`src/rtl/card_lane_steer.sv`:
```
module card_lane_steer #(
  parameter int LANE_W = 8
) (
  input  logic                clk,
  input  logic                rst_n,
  input  logic                ce1_n,
  input  logic                ce2_n,
  input  logic                a0,
  input  logic                oe_n,
  input  logic                we_n,
  input  logic                wp_on,
  input  logic                cd1_n,
  input  logic                cd2_n,
  input  logic [2*LANE_W-1:0] dq_in,
  output logic [2*LANE_W-1:0] dq_out,
  output logic                lane_lo_oe,
  output logic                lane_hi_oe,
  input  logic [LANE_W-1:0]   lo_rdata,
  input  logic [LANE_W-1:0]   hi_rdata,
  output logic                lo_sel,
  output logic                hi_sel,
  output logic                lo_rd,
  output logic                hi_rd,
  output logic                lo_wr,
  output logic                hi_wr,
  output logic [LANE_W-1:0]   lo_wdata,
  output logic [LANE_W-1:0]   hi_wdata,
  output logic                card_seated
);

  logic word_mode, byte_mode, we_eff, odd_byte;
  logic [LANE_W-1:0] lo_lane, hi_lane;

  assign word_mode = ~ce1_n & ~ce2_n;
  assign byte_mode = ~ce1_n &  ce2_n;
  assign odd_byte  = byte_mode & a0;

  assign lo_sel = word_mode | (byte_mode & ~a0);
  assign hi_sel = word_mode | odd_byte;

  assign lo_rd = lo_sel & ~oe_n;
  assign hi_rd = hi_sel & ~oe_n;

  assign we_eff = ~we_n & oe_n & ~wp_on;
  assign lo_wr  = lo_sel & we_eff;
  assign hi_wr  = hi_sel & we_eff;

  assign lo_wdata = dq_in[LANE_W-1:0];
  assign hi_wdata = byte_mode ? dq_in[LANE_W-1:0] : dq_in[2*LANE_W-1:LANE_W];

  assign lane_lo_oe = ~oe_n & ~ce1_n;
  assign lane_hi_oe = ~oe_n & word_mode;

  assign lo_lane = odd_byte ? hi_rdata : lo_rdata;
  assign hi_lane = hi_rdata;

  assign dq_out = {(lane_hi_oe ? hi_lane : '0), (lane_lo_oe ? lo_lane : '0)};

  assign card_seated = ~cd1_n & ~cd2_n;

  logic unused_ok;
  assign unused_ok = clk ^ rst_n;

endmodule

```
`config.mk`:
```
export PLATFORM = sky130hd
export DESIGN_NAME = card_lane_steer
export DESIGN_NICKNAME = d
export VERILOG_FILES = /design/src/rtl/card_lane_steer.sv
export SDC_FILE = /design/constraint.sdc
export NUM_CORES = 1
export LEC_CHECK = 0
export ABC_AREA = 1
export BUFFER_PORTS_ARGS = -buffer_cell sky130_fd_sc_hd__clkbuf_2
export CAP_MARGIN = 10
export CORE_MARGIN = 5
export CORE_UTILIZATION = 26
export DETAILED_ROUTE_END_ITERATION = 10
export GPL_TIMING_DRIVEN = 0
export PLACE_DENSITY = 0.82
export SYNTH_ARGS = -nofsm -noshare
export SYNTH_HDL_FRONTEND = slang
export SYNTH_SLANG_ARGS = --single-unit
```
`constraint.sdc`:
```
create_clock -name vclk -period 0.8
set_clock_uncertainty 0.2 [all_clocks]
set_input_delay 0.08 -clock vclk [all_inputs]
set_output_delay 0.08 -clock vclk [all_outputs]
set_load 0.02 [all_outputs]
```
Word level (Yosys, flattened, before mapping)
Index checks and enable logic that the tools add are counted.
- multiplexer cells: 4
- bitwise logic cells: 23
- operator list (kind ; count):
    $mux W8 ; 4
    $and A1 B1 Y1 ; 13
    $not A1 Y1 ; 8
    $or A1 B1 Y1 ; 2
- register bits: 0
- input port bits: 42

Depth between registers and ports, before layout
Gate-level depths: netlist (run 1).
- depth after elaboration: 5
- depth in mapped cells: 5
- mapped depth without buffers: 4

Worst setup path before layout (run 1)
No wires, ideal clock.
- path kind: input -> output
- start point: in ce1_n
- end point: out dq_out[0]
- data arrival time: 804 ps
- data required time: 520 ps
- slack: -284 ps
- cell stages on the path: 4
- buffers on the path: 1
- cell sequence: nor2_1 buf_2 nand2_1 nor2_1
- elaborated cells on any way between the ends: 6
- those cells by class: mux: 2; bitwise: 4
- RTL lines (item ; RTL line ; text):
    start, declared ; 6 ; input logic ce1_n,
    $not A1 Y1 ; 51 ; assign lane_lo_oe = ~oe_n & ~ce1_n;
    $and A1 B1 Y1 ; 51 ;
    via lane_lo_oe ; 16 ; output logic lane_lo_oe,
    $mux W8 ; 57 ; assign dq_out = {(lane_hi_oe ? hi_lane : '0), (lane_lo_oe ? lo_lane : '0)};
    end, declared ; 15 ; output logic [2*LANE_W-1:0] dq_out,
The timed path passes the listed nets, and every way through them passes these cells.

Worst setup path after layout (run 1)
- start point: in ce1_n
- end point: out dq_out[3]
- longest elaborated chain between the ends: 5
- elaborated cells on any way between the ends: 6
- those cells by class: mux: 2; bitwise: 4
- ends and longest elaborated chain (item ; RTL line ; text):
    $not A1 Y1 (*) ; 35, 51 ;
    $and A1 B1 Y1 ; 35 ; assign byte_mode = ~ce1_n & ce2_n;
    $and A1 B1 Y1 ; 36 ; assign odd_byte = byte_mode & a0;
    $mux W8 ; 54 ; assign lo_lane = odd_byte ? hi_rdata : lo_rdata;
    $mux W8 (*) ; 57 ;
Every way passes the cells marked *; elsewhere a longest branch is shown, timed or not.

==> results.toml, run 1 <==
[run_status]
outcome = "finished with violations"
violations = "negative setup slack"

[grt]
grt.total_usage_pct = 17.6
antenna_found_initial = 0
grt_overflow_total = 0
grt_pass1_vias = 951
grt_pass1_wl_um = 3870
grt_max_degree = 11

[floorplan]
start_util_pct = 27.3
fp.dieW_um = 52.6
die_y_um = 52.6
fp.coreArea_sq_um = 1730
die_area_sq_um = 2770
io_pins = 83
std_cell_rows = 15

[timing]
hold_ws_ps = 219
setup_viol = 32
tightest_slew_ps = 234
period_minus_slack_ps = 1150
rsz0062_at_grt = "yes"
slew_headroom_pct = 84.3
setup_ws_ps = -350
fmax_ghz = 0.870
hold_violations = 0
drv_slew = 0
fin_crit_sh_pct = 144

[route]
ant_nets = 0
num_vias = 1050
drc = 0
avgViaCountPerCell = 4.59
drt_pre_antenna_iters = 4
drt-total-wl_um = 3140
routedWlPerCell_um = 13.7
drt_iter0_drc = 7

[synthesis]
syn_avg_cell_area_sq_um = 4.25
ys_seq_area_share_pct = 0
yosysMostFrequentCell = "nand2_1"
netlist_top_cells_count = "nand2_1 (36), nor2_1 (29), inv_1 (23), buf_4 (9), nand3_1 (9)"
synth_area_sq_um = 472
synthTopCellsByArea = "nand2_1 (29%), nor2_1 (23%), inv_1 (18%), buf_4 (14%), nand3_1 (9.5%)"
synthCells = 111
synth_top_cell_area_share_pct = 28.6
ys_types = 9
synth_top_area_cell = "nand2_1"
syn_nets = 153
synth_warnings = 0

[worst_setup_path]
critPathKind = "input port to primary output"
startpoint_type = "input port"
end_kind = "primary output"
worstPathMaxFanout = 8
required_ps = 520
cp.arrival_ps = 870

[layout]
final_net_count = 248
seqCellArea_sq_um = 0
antennaDiodeCount = 0
layout-drive-gt1-share_pct = 81.4
area_growth_pct = 228
nFlopsAndLatches = 0
clock_buffers = 0
fillers = 93

[clocking]
cts_hold_buf = 0

[placed_design]
portBuffers = 81
dp_hpwl_um = 2020
place_congestion = 0.684

[job]
drv_cap = 0

[power_and_ir_drop]
peakVddDrop_mv = 0.365
p_leak_nw = 0.858
power_mw = 0.899
powerDensity_nw_per_um2 = 581

[hold_path]
hold_path_class = "input port to primary output"
## where the power goes
group	total [mW]	switching [mW]	internal [mW]
logic	0.899	0.498	0.400
registers	0	0	0
clock network	0	0	0
## per-stage QoR
step | setup slack (ps) | setup TNS [ps] | instance area (sq um) | std cells | util (%)
global route | -401 | -11260 | 1550 | 229 | 89.6
floorplan | -68.9 | -858 | 752 | 111 | -
detailed placement | -362 | -10180 | 1190 | 217 | 68.8
global placement | -345 | -9740 | 1190 | 217 | 68.8
CTS | -334 | -9410 | 1300 | 221 | 75.1
finish | -350 | -9700 | 1550 | 229 | 89.6
## path summary, 6_finish.rpt
kind / startpoint / end / slack, ps / cells past startpoint
max: ce1_n / dq_out[3] / -350 / 7
min: cd1_n / card_seated / 220 / 3
## layout by cell type, fill, tap and decap left out, types with 2 or more instances in the layout
cell type / Yosys / routed
buf_2: 2 / 5
buf_4: 9 / 22
buf_6: 0 / 13
buf_8: 0 / 7
clkbuf_2: 0 / 55
inv_1: 23 / 19
inv_2: 0 / 2
nand2_1: 36 / 11
nand2_2: 1 / 20
nand2_4: 0 / 4
nand2_8: 0 / 2
nand3_1: 9 / 6
nand3_2: 0 / 2
nor2_4: 0 / 28
## worst max-delay path, stage by stage
cell,delay (ps)
clkbuf_16,110
clkinvlp_4,130
nand3_4,120
buf_12,160
nor2_4,50
nor2_4,100
buf_6,120
## per-layer routing
layer	track usage, %	up-vias	wire (um)
met5	0	-	0
met4	4.26	0	110
met3	3.99	10	443
met2	32.2	74	1620
met1	20.2	466	965
li1	-	500	-
## what timing repair did
| item | CTS | global route |
|---|---|---|
| gates resized for setup | 20 | 72 |
| pin swaps | 2 | 9 |
| endpoints found under the setup margin | 32 | 32 |
| gates cloned | 1 | 0 |
| buffers inserted | 3 | 9 |
## cell type report
| type | instances | area, sq um | share of cell area (%) |
|---|---|---|---|
| Buffer | 10 | 86.3 | 5.58 |
| Inverter | 23 | 92.6 | 5.98 |
| Multi-Input combinational cell | 77 | 662 | 42.8 |
| Tap cell | 25 | 31.3 | 2.02 |
| Timing Repair Buffer | 94 | 676 | 43.7 |
## cells by family after synthesis
group	share of synthesized area, %
AO/OA/AOI/OAI	1.06
AND/OR/NAND/NOR	64.2
buffers and inverters	34.7
(Power assumes the default switching activity.)
==> run 2, diff against run 1 <==
--- a/config.mk
+++ b/config.mk
@@ -11,7 +11,7 @@
 export CORE_MARGIN = 5
 export CORE_UTILIZATION = 26
 export DETAILED_ROUTE_END_ITERATION = 10
-export GPL_TIMING_DRIVEN = 0
+export GPL_TIMING_DRIVEN = 1
 export PLACE_DENSITY = 0.82
 export SYNTH_ARGS = -nofsm -noshare
 export SYNTH_HDL_FRONTEND = slang
==> results.toml, run 2 <==
[timing]
postGrtWorstEndpoint = "dq_out[5]"
worst-ep-kind = "primary output"

[synthesis]
synth_top_area_cell = "nand2_1"
synth_top_cell_area_share_pct = 28.6
synth_warnings = 0
ys_types = 9
yosysMostFrequentCell = "nand2_1"
netlist_top_cells_count = "nand2_1 (36), nor2_1 (29), inv_1 (23), buf_4 (9), nand3_1 (9)"
synthCells = 111
syn_avg_cell_area_sq_um = 4.25
synth_area_sq_um = 472
ys_seq_area_share_pct = 0
synthTopCellsByArea = "nand2_1 (29%), nor2_1 (23%), inv_1 (18%), buf_4 (14%), nand3_1 (9.5%)"
syn_nets = 153

[floorplan]
start_util_pct = 27.3
io_pins = 83
die_y_um = 52.6
fp.dieW_um = 52.6
std_cell_rows = 15

[run_status]
lastStage = "5_1_grt"
outcome = "did not finish"
error = "[ERROR DPL-0033] detailed placement checks failed during check placement."

[grt]
antenna_found_initial = 0
grt_max_degree = 11

[placed_design]
portBuffers = 81
placed_cell_area_sq_um = 1140
dp_hpwl_um = 1920
place_congestion = 0.682
[run 2: cell counts after synthesis]
No cell type changed its count.
[run 2: metrics by stage]
step	cells	setup WS [ps]	TNS (ps)	util [%]
2_1_floorplan	111	-68.9	-858	-
3_3_place_gp	211	-424	-11300	66.1
3_5_place_dp	211	-464	-12160	66.1
4_1_cts	216	-369	-9860	84.7
[run 2: what timing repair did]
action	4_1_cts
hold buffers	0
setup endpoints to repair	32
pin swaps	7
cloned	1
resized for setup	59
buffers inserted	4
[run 2: cell families after synthesis]
kind of cell,Yosys count,share of synthesized area (%)
AO/OA/AOI/OAI,1,1.06
buffers and inverters,34,34.7
AND/OR/NAND/NOR,76,64.2
==> run 3, diff against run 2 <==
--- a/config.mk
+++ b/config.mk
@@ -8,11 +8,11 @@
 export ABC_AREA = 1
 export BUFFER_PORTS_ARGS = -buffer_cell sky130_fd_sc_hd__clkbuf_2
 export CAP_MARGIN = 10
-export CORE_MARGIN = 5
-export CORE_UTILIZATION = 26
+export CORE_AREA = 5 5 66 68
 export DETAILED_ROUTE_END_ITERATION = 10
+export DIE_AREA = 0 0 71 73
 export GPL_TIMING_DRIVEN = 1
-export PLACE_DENSITY = 0.82
+export PLACE_DENSITY_LB_ADDON = 0.15
 export SYNTH_ARGS = -nofsm -noshare
 export SYNTH_HDL_FRONTEND = slang
 export SYNTH_SLANG_ARGS = --single-unit
==> constraint.sdc (replaced) <==
create_clock -name vclk -period 1
set_clock_uncertainty 0.2 [all_clocks]
set_input_delay 0.1 -clock vclk [all_inputs]
set_output_delay 0.1 -clock vclk [all_outputs]
set_load 0.02 [all_outputs]
==> results.toml, run 3 (synthesis results as in run 1) <==
[timing]
fmax_ghz = 0.863
fin_crit_sh_pct = 116
drv_slew = 0
setup_viol = 31
hold_ws_ps = 243
rsz0062_at_grt = "yes"
setup_ws_ps = -159
hold_violations = 0
period_minus_slack_ps = 1160
tightest_slew_ps = 191
slew_headroom_pct = 87.2

[layout]
seqCellArea_sq_um = 0
final_common_cell = "clkbuf_2"
fillers = 402
clock_buffers = 0
final_net_count = 238
final_cell_mix = "clkbuf_2 (45), buf_8 (21), nor2_4 (18), inv_1 (18), nand2_1 (16)"
layout-drive-gt1-share_pct = 80.4
finalInstanceArea_sq_um = 1660
area_growth_pct = 252
antennaDiodeCount = 0
nFlopsAndLatches = 0

[worst_setup_path]
required_ps = 700
critPathKind = "input port to primary output"
slowest_stage = "nor2_4"
worstPathMaxFanout = 4
timing.critical_path.max_delay_family = "buffers and inverters"
cp.arrival_ps = 860
startpoint_type = "input port"
end_kind = "primary output"
max_stage_delay_ps = 160
path_cells = "buf_8 -> nor2_4 -> nand2_4 -> clkbuf_16 -> nor2_1 -> buf_4"
path_buf_inv = 3

[route]
ant_nets = 0
num_vias = 942
drt_pre_antenna_iters = 2
avgViaCountPerCell = 3.86
drc = 0
drt-total-wl_um = 2760
routedWlPerCell_um = 11.3
drt_iter0_drc = 14

[grt]
grt_pass1_wl_um = 4260
antenna_found_initial = 0
grt.total_usage_pct = 9.66
grt_max_degree = 11
grt_overflow_total = 0
grt_pass1_vias = 970

[floorplan]
die_y_um = 73
die_area_sq_um = 5180
start_util_pct = 12.4
fp.dieW_um = 71
fp.coreArea_sq_um = 3800
io_pins = 83
std_cell_rows = 23

[power_and_ir_drop]
power_mw = 0.751
p_leak_nw = 0.906
peakVddDrop_mv = 0.271
powerDensity_nw_per_um2 = 452

[placed_design]
dp_hpwl_um = 1960
place_congestion = 0.675
portBuffers = 81
placed_cell_area_sq_um = 985

[hold_path]
hold_path_class = "input port to primary output"

[job]
drv_cap = 0

[run_status]
outcome = "finished with violations"
violations = "negative setup slack"
-- run 3: what timing repair did --
| item | in CTS | in global routing |
|---|---|---|
| setup endpoints to repair | 32 | 31 |
| cloned | 1 | 1 |
| buffers inserted | 1 | 2 |
| hold buffers | 0 | 0 |
| resized for setup | 122 | 59 |
| pin swaps | 15 | 13 |
-- run 3: worst paths after layout --
check	endpoint	from	slack, ps	cells past startpoint
worst min-delay path	lo_wdata[5]	dq_in[5]	240	2
worst max-delay path	dq_out[10]	ce1_n	-160	6
-- run 3: layer usage --
metal | vias to the layer above | routed length (um) | GRT usage (%)
met5 | - | 0 | 0
met4 | 0 | 0 | 0
met3 | 0 | 255 | 2.20
met2 | 55 | 1480 | 18.2
met1 | 406 | 1030 | 11.8
li1 | 481 | - | -
-- run 3: power by group --
part / leakage [nW] / switching (mW) / internal (mW)
clock network: 0 / 0 / 0
registers: 0 / 0 / 0
logic: 0.906 / 0.381 / 0.370
-- run 3: per-stage QoR --
| stage | utilization, % | setup WS, ps | TNS, ps | cells |
|---|---|---|---|---|
| global placement | 25.9 | -203 | -5040 | 239 |
| finish | 43.7 | -159 | -2770 | 244 |
| CTS | 39.3 | -155 | -3280 | 241 |
| detailed placement | 25.9 | -215 | -5170 | 239 |
| floorplan | - | -0.271 | -0.271 | 111 |
| global route | 43.7 | -205 | -4240 | 244 |
-- run 3: cell type report --
| type | count | area, sq um | share of cell area, % |
|---|---|---|---|
| timing repair buffer | 94 | 892 | 53.7 |
| multi-input combinational | 77 | 617 | 37.2 |
| inverter | 23 | 88.8 | 5.35 |
| tap | 50 | 62.6 | 3.77 |
==> run 4, diff against run 3 <==
--- a/config.mk
+++ b/config.mk
@@ -12,7 +12,7 @@
 export DETAILED_ROUTE_END_ITERATION = 10
 export DIE_AREA = 0 0 71 73
 export GPL_TIMING_DRIVEN = 1
-export PLACE_DENSITY_LB_ADDON = 0.15
+export PLACE_DENSITY_LB_ADDON = 0.25
 export SYNTH_ARGS = -nofsm -noshare
 export SYNTH_HDL_FRONTEND = slang
 export SYNTH_SLANG_ARGS = --single-unit
==> results.toml, run 4 (synthesis results as in run 1) <==
[timing]
setup_ws_ps = -131
tns_ps = -2390
tightest_slew_ps = 180
slew_headroom_pct = 88.0
setup_viol = 30
hold_violations = 0
period_minus_slack_ps = 1130
fmax_ghz = 0.884
drv_slew = 0
rsz0062_at_grt = "yes"
fin_crit_sh_pct = 113

[floorplan]
std_cell_rows = 23
io_pins = 83
fp.coreArea_sq_um = 3800
start_util_pct = 12.4
fp.dieW_um = 71
die_area_sq_um = 5180
die_y_um = 73

[grt]
gr-usage-met1_pct = 9.80
grt_use_met3_pct = 1.79
grt.met2_usage_pct = 17.6
grt_most_used_layer = "met2"
antenna_found_initial = 0
grt_overflow_total = 0
grt_pass1_wl_um = 3830
grt_max_degree = 11
grt_pass1_vias = 953
grt.total_usage_pct = 8.69

[placed_design]
place_congestion = 0.707
placed_cell_area_sq_um = 992
portBuffers = 81
dp_hpwl_um = 1860

[power_and_ir_drop]
peakVddDrop_mv = 0.227
p_leak_nw = 0.883
powerDensity_nw_per_um2 = 457

[worst_setup_path]
startpoint_type = "input port"
cp.arrival_ps = 830
worstPathMaxFanout = 8
required_ps = 700
end_kind = "primary output"
critPathKind = "input port to primary output"

[job]
drv_cap = 0

[layout]
nFlopsAndLatches = 0
layout-drive-gt1-share_pct = 73.7
finalInstanceArea_sq_um = 1560
final_net_count = 238
fillers = 407
clock_buffers = 0
final_common_cell = "clkbuf_2"
antennaDiodeCount = 0
multiInputGateArea_sq_um = 578
final_cell_mix = "clkbuf_2 (55), inv_1 (20), nor2_4 (17)"
seqCellArea_sq_um = 0
area_growth_pct = 231

[run_status]
violations = "negative setup slack"
outcome = "finished with violations"

[route]
drt-total-wl_um = 2450
drc = 0
num_vias = 921
drt_iter0_drc = 18
ant_nets = 0
routedWlPerCell_um = 10.0
drt_pre_antenna_iters = 3
avgViaCountPerCell = 3.77

[clocking]
cts_hold_buf = 0

[hold_path]
hold_path_class = "input port to primary output"
min_path_cells = 2
-- run 4: where the power goes --
part | leakage [nW] | internal [mW] | total, mW | switching [mW]
registers | 0 | 0 | 0 | 0
logic | 0.883 | 0.351 | 0.714 | 0.362
clock network | 0 | 0 | 0 | 0
-- run 4: timing repair --
action | CTS | global route
gates resized for setup | 103 | 37
buffers inserted | 3 | 2
pin swaps | 18 | 11
endpoints found under the setup margin | 32 | 32
-- run 4: critical path, cell delays in order --
cell and delay (ps):
clkbuf_16 130, nor2_4 130, buf_8 170, nand2_2 60, nor2_2 90, clkbuf_8 150
-- run 4: cell type report --
| type | instances | share of cell area (%) |
|---|---|---|
| timing repair buffer | 94 | 52.5 |
| multi-input combinational | 77 | 37.0 |
| inverter | 23 | 6.49 |
| tap | 50 | 4.00 |
-- run 4: per-stage QoR --
stage | std cells | hold slack (ps) | util (%) | setup WS, ps | total power, mW
global route | 244 | 242 | 41.1 | -192 | 0.769
detailed placement | 240 | 235 | 26.1 | -296 | 0.462
finish | 244 | 232 | 41.1 | -131 | 0.714
global placement | 240 | 234 | 26.1 | -242 | 0.463
floorplan | 111 | 43.0 | - | -0.271 | 0.277
CTS | 243 | 235 | 38.0 | -139 | 0.653
-- run 4: layer usage --
metal	wire, um	share of wire, %
met1	860	35
met3	239	9.8
met4	0	0
met5	0	0
met2	1350	55
-- run 4: final timing paths --
check	startpoint	to	slack, ps
setup / recovery	ce1_n	dq_out[0]	-130
hold / removal	dq_in[1]	lo_wdata[1]	230
